### config.mk
export PLATFORM = sky130hd
export DESIGN_NAME = xition_logger
export DESIGN_NICKNAME = d
export VERILOG_FILES = /design/src/rtl/xl_pkg.sv /design/src/rtl/xl_change_det.sv /design/src/rtl/xl_event_ram.sv /design/src/rtl/xition_logger.sv
export SDC_FILE = /design/constraint.sdc
export NUM_CORES = 1
export LEC_CHECK = 0
export BUFFER_PORTS_ARGS = -buffer_cell sky130_fd_sc_hd__clkbuf_2
export CORE_MARGIN = 2
export CORE_UTILIZATION = 67
export DETAILED_ROUTE_END_ITERATION = 6
export PLACE_DENSITY = 0.8
export REMOVE_ABC_BUFFERS = 1
export SYNTH_ARGS = -nofsm -noshare
export SYNTH_HDL_FRONTEND = slang
export SYNTH_SLANG_ARGS = --single-unit
### constraint.sdc
create_clock -name clk -period 6.25 [get_ports clk]
set_clock_uncertainty 0.1 [all_clocks]
set_input_delay 0.3125 -clock clk [delete_from_list [all_inputs] [get_ports clk]]
set_output_delay 0.3125 -clock clk [all_outputs]
set_load 0.01 [all_outputs]
### src/rtl/xl_pkg.sv
package xl_pkg;

  localparam int TS_W      = 32;
  localparam int HDR_BYTES = 4;
  localparam int ENT_BYTES = 8;

  typedef enum logic [1:0] {
    ST_IDLE    = 2'd0,
    ST_APPLY   = 2'd1,
    ST_CAPTURE = 2'd2,
    ST_SEND    = 2'd3
  } xl_state_e;

  // Tick counter step that holds at all ones.
  function automatic logic [31:0] sat_inc(input logic [31:0] x);
    return (&x) ? x : x + 32'd1;
  endfunction

  // Bytes in a stream carrying n entries.
  function automatic int unsigned stream_len(input int unsigned n);
    return HDR_BYTES + ENT_BYTES * n;
  endfunction

  // Entry that holds a given stream byte.
  function automatic int unsigned entry_of(input int unsigned idx);
    return (idx < HDR_BYTES) ? 0 : (idx - HDR_BYTES) / ENT_BYTES;
  endfunction

  // Byte of the stream at position idx.
  function automatic logic [7:0] pick_byte(input int unsigned idx,
                                           input logic [31:0] hdr,
                                           input logic [31:0] ts,
                                           input logic [31:0] val);
    int unsigned k;
    logic [31:0] w;
    if (idx < HDR_BYTES) begin
      w = hdr;
      k = idx;
    end else begin
      k = (idx - HDR_BYTES) % ENT_BYTES;
      if (k < 4) begin
        w = ts;
      end else begin
        w = val;
        k = k - 4;
      end
    end
    return w[8*k +: 8];
  endfunction

endpackage

### src/rtl/xl_change_det.sv
module xl_change_det #(
  parameter int W = 16
) (
  input  logic         clk,
  input  logic         rst_n,
  input  logic         track,
  input  logic         cmp,
  input  logic [W-1:0] sample,
  output logic         changed
);
  logic [W-1:0] prev_q;

  always_ff @(posedge clk or negedge rst_n) begin
    if (!rst_n)     prev_q <= '0;
    else if (track) prev_q <= sample;
  end

  assign changed = cmp && (sample != prev_q);
endmodule

### src/rtl/xl_event_ram.sv
module xl_event_ram #(
  parameter int DEPTH = 16,
  parameter int AW    = 4,
  parameter int TW    = 32,
  parameter int VW    = 16
) (
  input  logic          clk,
  input  logic          wr_en,
  input  logic [AW-1:0] wr_addr,
  input  logic [TW-1:0] wr_ts,
  input  logic [VW-1:0] wr_val,
  input  logic [AW-1:0] rd_addr,
  output logic [TW-1:0] rd_ts,
  output logic [VW-1:0] rd_val
);
  logic [TW+VW-1:0] mem [DEPTH];

  always_ff @(posedge clk) begin
    if (wr_en) mem[wr_addr] <= {wr_ts, wr_val};
  end

  assign rd_ts  = mem[rd_addr][TW+VW-1:VW];
  assign rd_val = mem[rd_addr][VW-1:0];
endmodule

### src/rtl/xition_logger.sv
module xition_logger
  import xl_pkg::*;
#(
  parameter int STIM_W = 16,
  parameter int VAL_W  = 16,
  parameter int DEPTH  = 16,
  parameter int QW     = 16
) (
  input  logic              clk,
  input  logic              rst_n,
  input  logic              start,
  input  logic [STIM_W-1:0] stim,
  input  logic [QW-1:0]     quiet_lim,
  input  logic [VAL_W-1:0]  dut_out,
  output logic [STIM_W-1:0] dut_in,
  output logic              tx_valid,
  output logic [7:0]        tx_byte,
  input  logic              tx_ready,
  output logic              busy,
  output logic              done
);
  localparam int CNT_W = $clog2(DEPTH + 1);
  localparam int AW    = (DEPTH > 1) ? $clog2(DEPTH) : 1;
  localparam int IDX_W = $clog2(HDR_BYTES + ENT_BYTES * DEPTH + 1);

  xl_state_e         state_q;
  logic [TS_W-1:0]   tick_q;
  logic [QW-1:0]     quiet_q;
  logic [CNT_W-1:0]  cnt_q;
  logic              ovf_q;
  logic [IDX_W-1:0]  idx_q;
  logic [STIM_W-1:0] stim_q;
  logic              done_q;

  // Named internal events, also watched by the checker.
  logic in_apply, in_cap, changed, mem_full, mem_wr;
  logic quiet_hit, ovf_hit, cap_end, tx_acc, last_byte;
  logic [QW:0]       quiet_nx, eff_lim;
  logic [IDX_W-1:0]  last_idx;
  logic [AW-1:0]     wr_addr, rd_addr;
  logic [TS_W-1:0]   wr_ts, rd_ts;
  logic [VAL_W-1:0]  rd_val;
  logic [31:0]       hdr;

  assign in_apply  = (state_q == ST_APPLY);
  assign in_cap    = (state_q == ST_CAPTURE);
  assign mem_full  = (cnt_q == CNT_W'(DEPTH));
  assign mem_wr    = in_apply || (changed && !mem_full);
  assign quiet_nx  = {1'b0, quiet_q} + (QW+1)'(1);
  assign eff_lim   = (quiet_lim == '0) ? (QW+1)'(1) : {1'b0, quiet_lim};
  assign quiet_hit = in_cap && !changed && (quiet_nx >= eff_lim);
  assign ovf_hit   = changed && mem_full;
  assign cap_end   = quiet_hit || ovf_hit;
  assign tx_valid  = (state_q == ST_SEND);
  assign tx_acc    = tx_valid && tx_ready;
  assign last_idx  = IDX_W'(stream_len(32'(cnt_q)) - 32'd1);
  assign last_byte = (idx_q == last_idx);
  assign busy      = (state_q != ST_IDLE);
  assign done      = done_q;
  assign dut_in    = stim_q;

  assign wr_addr = in_apply ? '0 : cnt_q[AW-1:0];
  assign wr_ts   = in_apply ? '0 : tick_q;
  assign rd_addr = AW'(entry_of(32'(idx_q)));
  assign hdr     = {ovf_q, {(31-CNT_W){1'b0}}, cnt_q};
  assign tx_byte = pick_byte(32'(idx_q), hdr, rd_ts, 32'(rd_val));

  xl_change_det #(.W(VAL_W)) u_det (
    .clk     (clk),
    .rst_n   (rst_n),
    .track   (in_apply || in_cap),
    .cmp     (in_cap),
    .sample  (dut_out),
    .changed (changed)
  );

  xl_event_ram #(.DEPTH(DEPTH), .AW(AW), .TW(TS_W), .VW(VAL_W)) u_ram (
    .clk     (clk),
    .wr_en   (mem_wr),
    .wr_addr (wr_addr),
    .wr_ts   (wr_ts),
    .wr_val  (dut_out),
    .rd_addr (rd_addr),
    .rd_ts   (rd_ts),
    .rd_val  (rd_val)
  );

  always_ff @(posedge clk or negedge rst_n) begin
    if (!rst_n) begin
      state_q <= ST_IDLE;
      tick_q  <= '0;
      quiet_q <= '0;
      cnt_q   <= '0;
      ovf_q   <= 1'b0;
      idx_q   <= '0;
      stim_q  <= '0;
      done_q  <= 1'b0;
    end else begin
      done_q <= 1'b0;
      unique case (state_q)
        ST_IDLE: begin
          if (start) begin
            stim_q  <= stim;
            state_q <= ST_APPLY;
          end
        end
        ST_APPLY: begin
          tick_q  <= TS_W'(1);
          quiet_q <= '0;
          cnt_q   <= CNT_W'(1);
          ovf_q   <= 1'b0;
          idx_q   <= '0;
          state_q <= ST_CAPTURE;
        end
        ST_CAPTURE: begin
          tick_q <= sat_inc(tick_q);
          if (changed) begin
            quiet_q <= '0;
            if (!mem_full) cnt_q <= cnt_q + CNT_W'(1);
          end else begin
            quiet_q <= quiet_nx[QW-1:0];
          end
          if (ovf_hit) ovf_q <= 1'b1;
          if (cap_end) state_q <= ST_SEND;
        end
        ST_SEND: begin
          if (tx_acc) begin
            if (last_byte) begin
              state_q <= ST_IDLE;
              done_q  <= 1'b1;
            end else begin
              idx_q <= idx_q + IDX_W'(1);
            end
          end
        end
        default: state_q <= ST_IDLE;
      endcase
    end
  end
endmodule

======== Word level (Yosys, flattened, before mapping) ========
Memory sizes are Yosys's and may differ from the RTL's.
Index checks and enable logic that the tools add are counted.
word-level totals
  latch bits .............................. 0
  ROM bits ................................ 0
  input port bits ......................... 52
  register bits ........................... 97
  memories kept ........................... 1
  bits in writable memories ............... 768
  logic and storage cells ................. 90
memories
  name       depth  width  read ports  clocked after memory_dff  wr ports  RTL line            source
  u_ram.mem  16     48     1           0                         1         xl_event_ram.sv:16  logic [TW+VW-1:0] mem [DEPTH];
cells by class
  equality and inequality tests ........... 15
  mux-type cells .......................... 30
  bitwise logic cells ..................... 0
  divide/modulo/power cells ............... 0
  multipliers ............................. 0
  reductions and logical operators ........ 23
  shift operators ......................... 1
  magnitude comparators ................... 3
  add/subtract/negate cells ............... 8
operators by type and width
  operator                 count
  $mux W32                 4
  $pmux W32 S2             1
  $mux W29                 2
  $shiftx A32 B33 Y8       1
  $add A32 B1 Y32 const B  1
  $mux W16                 2
  $pmux W16 S2             1
  $reduce_and A32 Y1       1
  $add A16 B1 Y17 const B  1
  $ge A17 B16 Y1           1
  $logic_not A16 Y1        1
  $mux W8                  2
  $ne A16 B16 Y1           1
  $pmux W8 S2              1
  $mux W5                  2
  $ne A2 B1 Y1 const B     5
  $pmux W5 S2              1
  $add A3 B8 Y8 const A    1
  $add A8 B1 Y8 const B    1
  $eq A8 B8 Y1             1
  $lt A8 B3 Y1 const B     1
  $mux W2                  4
  $mux W4                  2
  $ne A2 B2 Y1 const B     4
  19 further kinds         38

======== Longest topological paths before layout ========
Gate-level depths: netlist (run 1).
  word-level depth ........................ 8
  gate-level depth with buffers ........... 16
  gate-level depth less buffers ........... 13

======== Hierarchy ========
Synthesis (run 1) repeated with hierarchy kept, for this count alone.
second synthesis, totals
  cell total of the unflattened synthesis .. 1862
  area total of the unflattened synthesis .. 34954.8 um^2
by module, submodules not included
  module         cells each  area an instance (um^2)  times used  sequential area each (um^2)
  xl_event_ram   1194        28730.1                  1           23062.1
  xition_logger  613         5455.2                   1           2026.9
  xl_change_det  55          769.5                    1           400.4

======== Worst setup path after synthesis (run 1) ========
No wires, ideal clock.
  kind .................................... reg2reg
  start point ............................. register state_q[0]
  end point ............................... memory u_ram.mem[12][0] (netlist name) (enable)
  clock period less this slack ............ 3.956 ns
  stages on the path, launching flop included .. 8
  data required time ...................... 5.696 ns
  data arrival time ....................... 3.402 ns
  setup slack ............................. 2.294 ns
  buffers on the path ..................... 1
  library setup time ...................... 0.454 ns
  path through ............................ dfrtp_1 > inv_1 > ha_1 > clkbuf_1 > nand3b_1 > nor2_1 > a21oi_1 > nor2_1
on the way
  word-level cells in the longest chain between the ends .. 6
  elaborated cells between the ends (all ways) .. 8
ends and longest elaborated chain
  item                           RTL line              source
  start: declaration             xition_logger.sv:26   xl_state_e state_q;
  start signal: assignment       xition_logger.sv:90   state_q <= ST_IDLE;
  start signal: assignment       xition_logger.sv:104  state_q <= ST_APPLY;
  start signal: assignment       xition_logger.sv:113  state_q <= ST_CAPTURE;
  $eq A2 B2 Y1                   xition_logger.sv:46   assign in_cap = (state_q == ST_CAPTURE);
  net in_cap                     xition_logger.sv:36   logic in_apply, in_cap, changed, mem_full, mem_wr;
  $logic_and A1 B1 Y1            xl_change_det.sv:18   assign changed = cmp && (sample != prev_q);
  $logic_and A1 B1 Y1            xition_logger.sv:48   assign mem_wr = in_apply || (changed && !mem_full);
  $logic_or A1 B1 Y1             xition_logger.sv:48
  $mux W1                        xl_event_ram.sv:19    if (wr_en) mem[wr_addr] <= {wr_ts, wr_val};
  $mux W1 (not written as such)  xl_event_ram.sv:19
  end: declaration               xl_event_ram.sv:16
The timed path passes the listed nets, and every way through them passes these cells.

======== Worst setup path after layout (run 1) ========
  start point ............................. register idx_q[3]
  end point ............................... output tx_byte[0]
on the way
  word-level cells in the longest chain between the ends .. 6
  elaborated cells between the ends (all ways) .. 8
ends and longest elaborated chain
  item                                           RTL line              source
  start: declaration                             xition_logger.sv:31   logic [IDX_W-1:0] idx_q;
  start signal: assignment                       xition_logger.sv:132  idx_q <= idx_q + IDX_W'(1);
  $sub A7 B3 Y7 or $lt A8 B3 Y1 (tied branches)  -
  $mux W4                                        xl_pkg.sv:26          return (idx < HDR_BYTES) ? 0 : (idx - HDR_BYTES) / ENT_BYTES;
  $mem_v2 Z16 W48                                -
  $mux W32                                       xl_pkg.sv:41          if (k < 4) begin
  $mux W32                                       xl_pkg.sv:36          if (idx < HDR_BYTES) begin
  $shiftx A32 B33 Y8 *                           xl_pkg.sv:48          return w[8*k +: 8];
  end: declaration                               xition_logger.sv:17   output logic [7:0] tx_byte,
Mark *: on every way between the ends. The rest lies on a longest branch, timed or not.

==> results of run 1 <==
==> flip-flops by register name, indices dropped and copies added (netlist names) <==
| signal | count |
|---|---|
| state_q | 2 |
| dut_in | 16 |
| u_det.prev_q | 16 |
| done | 1 |
| cnt_q | 5 |
| quiet_q | 16 |
| u_ram.mem | 768 |
| tick_q | 32 |
| ovf_q | 1 |
| idx_q | 8 |
==> layer usage <==
metal  track usage [%]  part of all wire [%]  up-vias  wire, um
met4             17.18                   4.9        8      4958
met3             9.559                    15      370     14600
li1                  -                     -    10320         -
met2             54.84                    46     2031     46110
met5                 0                 0.042        -        42
met1             49.37                    34    11960     34470
==> cell type report <==
class | count | area share [%]
diodes | 1 | 0.006241
clock buffers | 112 | 5.607
clock inverters | 37 | 0.8019
inverters | 47 | 0.4400
multi-input cells | 1626 | 24.75
flip-flops and latches | 865 | 63.57
well taps | 696 | 2.172
repair buffers | 153 | 2.652
==> worst max path at each step <==
| stage | endpoint | cells past startpoint | start |
|---|---|---|---|
| finish | tx_byte[0] | 12 | idx_q[3] |
| global route | tx_byte[0] | 12 | idx_q[3] |
| CTS | tx_byte[6] | 11 | idx_q[3] |
| detailed placement | tx_byte[6] | 11 | idx_q[3] |
| global placement | tx_byte[0] | 12 | idx_q[3] |
| floorplan | tx_byte[6] | 9 | idx_q[2] |
==> placed cells by master, fill, tap and decap left out, types with 26 or more instances in the layout <==
master     netlist  final
clkbuf_16        0     85
mux2i_1         34     33
buf_4           15     53
mux4_2          27     27
o21ai_0         63     63
nand2_1        551    551
clkbuf_2         2     77
xnor2_1         39     38
a311oi_1        49     49
nand4_1         26     26
dfrtp_1         97     97
inv_1           47     47
mux2_2          37     37
nor2b_1         36     36
a31oi_1         70     70
a21oi_1         37     37
and3_1          90     90
nor2_1          90     74
a211oi_1        76     76
ha_1            28     28
edfxtp_1       768    768
nand3_1        192    192
==> through the flow <==
| stage | util [%] | setup TNS (ns) | setup slack [ns] | hold WS [ns] | cells |
|---|---|---|---|---|---|
| after floorplan | - | -24.11 | -3.235 | -0.08309 | 2538 |
| after global placement | 69.67 | 0 | 1.500 | 0.1302 | 3369 |
| after detailed placement | 69.67 | 0 | 1.368 | 0.1337 | 3369 |
| after CTS | 74.80 | 0 | 0.6692 | 0.004678 | 3536 |
| after global routing | 74.80 | 0 | 0.3666 | 0.06898 | 3536 |
| final | 74.81 | 0 | 0.5066 | 0.01697 | 3537 |
==> cell families (layout without fill, tap and decap cells) <==
kind of cell	Yosys count	after routing	share of synthesized area [%]
AND/OR/NAND/NOR	1045	1045	13.09
flip-flops	865	865	70.35
AO/OA/AOI/OAI	400	400	7.684
buffers and inverters	217	349	2.790
multiplexers	98	98	3.768
XOR/XNOR	55	55	1.350
adder cells (fa/ha/maj)	28	28	0.9670
other	0	1	0
==> power breakdown <==
group	internal [mW]	total, mW	switching [mW]
clock network	2.73	4.85	2.11
registers	6.79	6.97	0.186
logic	1.02	3.37	2.35
total	10.5	15.2	4.65
==> repair_timing <==
action	CTS	global route
buffers inserted	0	0
endpoints found under the hold margin	42	0
setup endpoints to repair	0	0
gates resized for setup	0	0
hold buffers	18	0
==> flow_metrics.py, run 1 <==
metrics = {
    "yosys": {
        "synth_cell_types": 70,
        "synth_ff_type": "edfxtp_1",
        "netlist.area_leader.share_pct": 63.65,
        "synth_edf_count": 768,
        "seq_area_frac_synth_pct": 70.35,
        "synth_area_um2": 36230,
        "syn_inst": 2708,
        "yosysMostFrequentCell": "edfxtp_1",
        "synth.avg_cell_area_um2": 13.38,
        "ys_async_sr_fraction_pct": 11.21,
        "yosys.area.top_type": "edfxtp_1",
        "ys_warn_count": 0,
        "ys_top_cells_by_count": "edfxtp_1, nand2_1, nand3_1",
        "ys_top_cells_by_area": "edfxtp_1, dfrtp_1, nand2_1, nand3_1, mux4_2",
        "ys_ff_latch": 865,
    },
    "sta": {
        "max_clock_freq_ghz": 0.1741,
        "tightest_slew_ns": 1.316,
        "drv_slew": 0,
        "grt_setup_unrepaired": "no",
        "setup_violations": 0,
        "finalCritPeriodShare_pct": 91.89,
        "hold_viol": 0,
        "period_minus_slack_ns": 5.743,
        "slew_headroom_pct": 12.10,
    },
    "pwr": {
        "p_leak_nw": 14.45,
        "power_mw": 15.19,
        "ir_drop_v": 0.0005916,
        "powerDensity_nw_per_um2": 378.8,
    },
    "worst_setup_path": {
        "critical_path_arrival_ns": 5.33,
        "rrSetupSlack_ns": 2.30,
        "cp-end-kind": "output port",
        "crit_type": "flip-flop to output port",
        "regToRegStartpoint": "state_q[0]",
        "slowest_stage": "o21ai_4",
        "crit_family": "compound AO/OA/AOI/OAI gates",
        "r2r_end": "u_ram.mem[2][40]",
        "cp_max_fo": 43,
        "worstPathRequired_ns": 5.84,
        "path_buf_inv": 3,
        "worstSetupStartpointType": "flip-flop",
        "cpMostUsedCell": "a21oi_1",
        "worst_r2r_path_depth": 7,
        "cpPeakStageDelay_ns": 0.88,
        "worstPathCellList": "inv_1, ha_1, or3b_4, o21ai_4, buf_4, a211oi_1, a311oi_1, a21oi_1, o21ai_0, a21oi_1, o211ai_1, clkbuf_2",
    },
    "drt": {
        "via_count": 24690,
        "dr.pass1.iters": 6,
        "route.detailed.drc": 0,
        "vias_per_cell": 6.982,
        "wire_per_inst_um": 28.32,
        "wirelength_um": 100200,
        "first_iter_violations": 4058,
        "ant_nets": 0,
    },
    "place": {
        "dpl_cell_area_um2": 37350,
        "numPortBuffers": 78,
        "place_congestion": 0.9310,
        "dp_hpwl_um": 56110,
    },
    "die": {
        "core_um2": 53600,
        "initial_core_util_pct": 67.59,
        "die_x_um": 236.5,
        "die_area_um2": 55950,
        "die_h_um": 236.5,
        "io-pin-count": 79,
        "num_rows": 85,
    },
    "final_layout": {
        "fin_area_um2": 40100,
        "nNetsFinal": 2857,
        "multi_input_area_um2": 9926,
        "final.fill_count": 3107,
        "area_growth_pct": 10.67,
        "layout.area.seq_um2": 25490,
        "layout-drive-gt1-share_pct": 12.32,
    },
    "grt": {
        "first_global_vias": 24060,
        "grt.overflow.total": 0,
        "grt_usage_pct": 36.09,
        "antenna_found_initial": 5,
        "grt_first_pass_wirelength_um": 148500,
        "grt_max_degree": 142,
    },
    "cts": {
        "clock_sinks": 865,
        "path_clk_slew_ns": 0.06,
        "clk_latency_ns": 0.63,
        "clk_path_buf_depth": 3,
        "h-tree-depth": 3,
        "cts_tree": "done",
        "root_buffer": "clkbuf_16",
        "cts_buffers": 84,
    },
    "worst_hold_path": {
        "hold_path.class": "input pin to asynchronous set/reset pin",
    },
    "flow_run": {
        "drv_cap": 0,
    },
    "run_status": {
        "status": "complete, no violations",
    },
}
Power figures use the tool's default switching activity.
==> inputs of run 2 (changes only) <==
--- a/config.mk
+++ b/config.mk
@@ -7,9 +7,9 @@
 export LEC_CHECK = 0
 export BUFFER_PORTS_ARGS = -buffer_cell sky130_fd_sc_hd__clkbuf_2
 export CORE_MARGIN = 2
-export CORE_UTILIZATION = 67
+export CORE_UTILIZATION = 62
 export DETAILED_ROUTE_END_ITERATION = 6
-export PLACE_DENSITY = 0.8
+export PLACE_DENSITY = 0.75
 export REMOVE_ABC_BUFFERS = 1
 export SYNTH_ARGS = -nofsm -noshare
 export SYNTH_HDL_FRONTEND = slang
==> constraint.sdc (replaced) <==
create_clock -name clk -period 6.17 [get_ports clk]
set_clock_uncertainty 0.1 [all_clocks]
set_input_delay 0.3085 -clock clk [delete_from_list [all_inputs] [get_ports clk]]
set_output_delay 0.3085 -clock clk [all_outputs]
set_load 0.01 [all_outputs]
==> run 2 against run 1 <==
  * Utilization shrank 4.7 points
  * Register-to-register slack got worse by 0.29 ns
  * First-iteration DRC count down 14%
  * Global-route usage fell by 2.7 points
  * Critical path depth decreased by 1
  * Non-clock buffer count rose by 10
  * Cell area increased by 0.91%
  * Via count is 0.15% higher
  * Wire length shrank 0.11%
  * Hold slack better by 0.0066 ns
  * Clock power rose by 6.8%
  * Setup slack lost 0.035 ns
  * Critical path type unchanged
  * Highest routed layer unchanged
==> flow_metrics.py, run 2 (synthesis results as in run 1) <==
metrics = {
    "drt": {
        "via_count": 24730,
        "first_iter_violations": 3502,
        "ant_nets": 0,
        "vias_per_cell": 6.826,
        "wirelength_um": 100100,
        "dr.pass1.iters": 6,
        "wire_per_inst_um": 27.62,
        "route.detailed.drc": 0,
    },
    "sta": {
        "setup_violations": 0,
        "grt_setup_unrepaired": "no",
        "slew_headroom_pct": 10.08,
        "finalCritPeriodShare_pct": 92.36,
        "drv_slew": 0,
        "hold_viol": 0,
        "holdWs_ns": 0.02356,
        "tightest_slew_ns": 1.346,
        "fin_tns_setup_ns": 0,
        "period_minus_slack_ns": 5.699,
        "max_clock_freq_ghz": 0.1755,
    },
    "die": {
        "num_rows": 88,
        "die_x_um": 245.7,
        "die_area_um2": 60390,
        "initial_core_util_pct": 62.80,
        "core_um2": 57700,
        "die_h_um": 245.7,
        "io-pin-count": 79,
    },
    "cts": {
        "h-tree-depth": 3,
        "root_buffer": "clkbuf_16",
        "post_cts_resized": 0,
        "cts_setup_buffers": 0,
        "clk_path_buf_depth": 3,
        "clk_latency_ns": 0.64,
        "clock_sinks": 865,
        "path_clk_slew_ns": 0.06,
        "cts_buffers": 85,
        "cts_tree": "done",
    },
    "worst_setup_path": {
        "r2r_end": "u_ram.mem[13][12]",
        "worst_r2r_path_depth": 7,
        "cp_max_fo": 140,
        "regToRegStartpoint": "state_q[0]",
        "critPathLaunch": "idx_q[3]",
        "crit_type": "flip-flop to output port",
        "worstPathRequired_ns": 5.76,
        "cp-end-kind": "output port",
        "critical_path_arrival_ns": 5.29,
        "worstSetupStartpointType": "flip-flop",
        "rrSetupSlack_ns": 2.01,
        "cp-endpoint": "tx_byte[6]",
    },
    "place": {
        "numPortBuffers": 78,
        "dpl_cell_area_um2": 37490,
        "place_congestion": 0.8876,
        "dp_hpwl_um": 55420,
    },
    "final_layout": {
        "max_flop_register": "u_ram.mem",
        "largest_reg_flops": 768,
        "biggestRegsByFlops": "u_ram.mem (768), tick_q (32)",
        "fin_area_um2": 40460,
        "final.fill_count": 3794,
        "layout_commonest_cell": "edfxtp_1",
        "nNetsFinal": 2868,
        "area_growth_pct": 11.68,
        "layout-drive-gt1-share_pct": 13.16,
        "mostFrequentLayoutCells": "edfxtp_1, nand2_1, nand3_1",
    },
    "grt": {
        "grt_max_degree": 141,
        "grt.overflow.total": 0,
        "antenna_found_initial": 1,
        "grt_first_pass_wirelength_um": 148100,
        "grt_usage_pct": 33.41,
        "first_global_vias": 24000,
    },
    "worst_hold_path": {
        "hold_path.class": "input pin to flip-flop",
        "hold_depth": 1,
    },
    "run_status": {
        "status": "complete, no violations",
    },
    "pwr": {
        "p_leak_nw": 14.63,
        "powerDensity_nw_per_um2": 388.2,
        "ir_drop_v": 0.0005957,
    },
    "flow_run": {
        "drv_cap": 0,
    },
}
==> run 2: cell types whose count changed in the layout (fill, tap and decap cells not counted), sizes merged <==
cell,before,now
buf,58,68
bufinv,5,6
clkbuf,189,183
clkinv,27,37
inv,49,51
==> run 2: power by group <==
part           total (mW)  internal [mW]  switching, mW
clock network        5.18           2.97           2.21
registers            7.07           6.88          0.190
logic                3.47           1.05           2.41
total                15.7           10.9           4.81
==> run 2: worst min-delay path by stage <==
stage	start	endpoint	slack (ns)
after detailed placement	rst_n	quiet_q[4]	0.27
after floorplan	rst_n	cnt_q[0]	-0.09
after CTS	dut_out[13]	u_ram.mem[1][13]	0.008
final	dut_out[9]	u_ram.mem[1][9]	0.02
after global routing	dut_out[13]	u_ram.mem[6][13]	0.04
after global placement	rst_n	quiet_q[3]	0.25
==> run 2: final cells by class <==
cell class	instances	area, um^2	share of cell area (%)
Sequential cell	865	25490	62.99
Multi-Input combinational cell	1626	9926	24.53
Clock buffer	106	2361	5.835
Timing Repair Buffer	163	1126	2.783
Tap cell	765	957.2	2.366
Clock inverter	50	424.2	1.048
Inverter	47	176.4	0.4360
Antenna cell	1	2.502	0.006184
==> run 2: timing repair <==
action                                  in CTS  in global routing
endpoints found under the setup margin       0                  0
endpoints found under the hold margin       61                  0
hold buffers                                18                  0
==> run 2: worst max-delay path: stages, from the launching register on <==
cell      delay, ns
dfrtp_1        0.46
inv_1          0.17
ha_1           0.40
or4b_4         0.85
nand2_8        0.81
buf_4          0.39
a21oi_1        0.11
a221oi_1       0.34
a21oi_1        0.11
a211oi_1       0.59
nor4_1         0.21
clkbuf_2       0.18
==> run 2: per-stage QoR <==
step,utilization [%],power [mW],instances,setup WS (ns)
2_1_floorplan,-,9.262,2538,-3.311
3_3_place_gp,64.99,10.42,3448,1.290
3_5_place_dp,64.99,10.53,3448,1.218
4_1_cts,70.13,15.64,3622,0.5425
5_1_grt,70.13,16.19,3622,0.2910
6_report,70.13,15.71,3623,0.4714
==> run 2: routing by layer <==
layer / GRT usage, % / up-vias / share of wire [%]
met1: 46.15 / 12250 / 37
met5: 0 / - / 0.013
met3: 6.122 / 294 / 12
li1: - / 10360 / -
met2: 52.52 / 1819 / 47
met4: 14.83 / 2 / 4.3
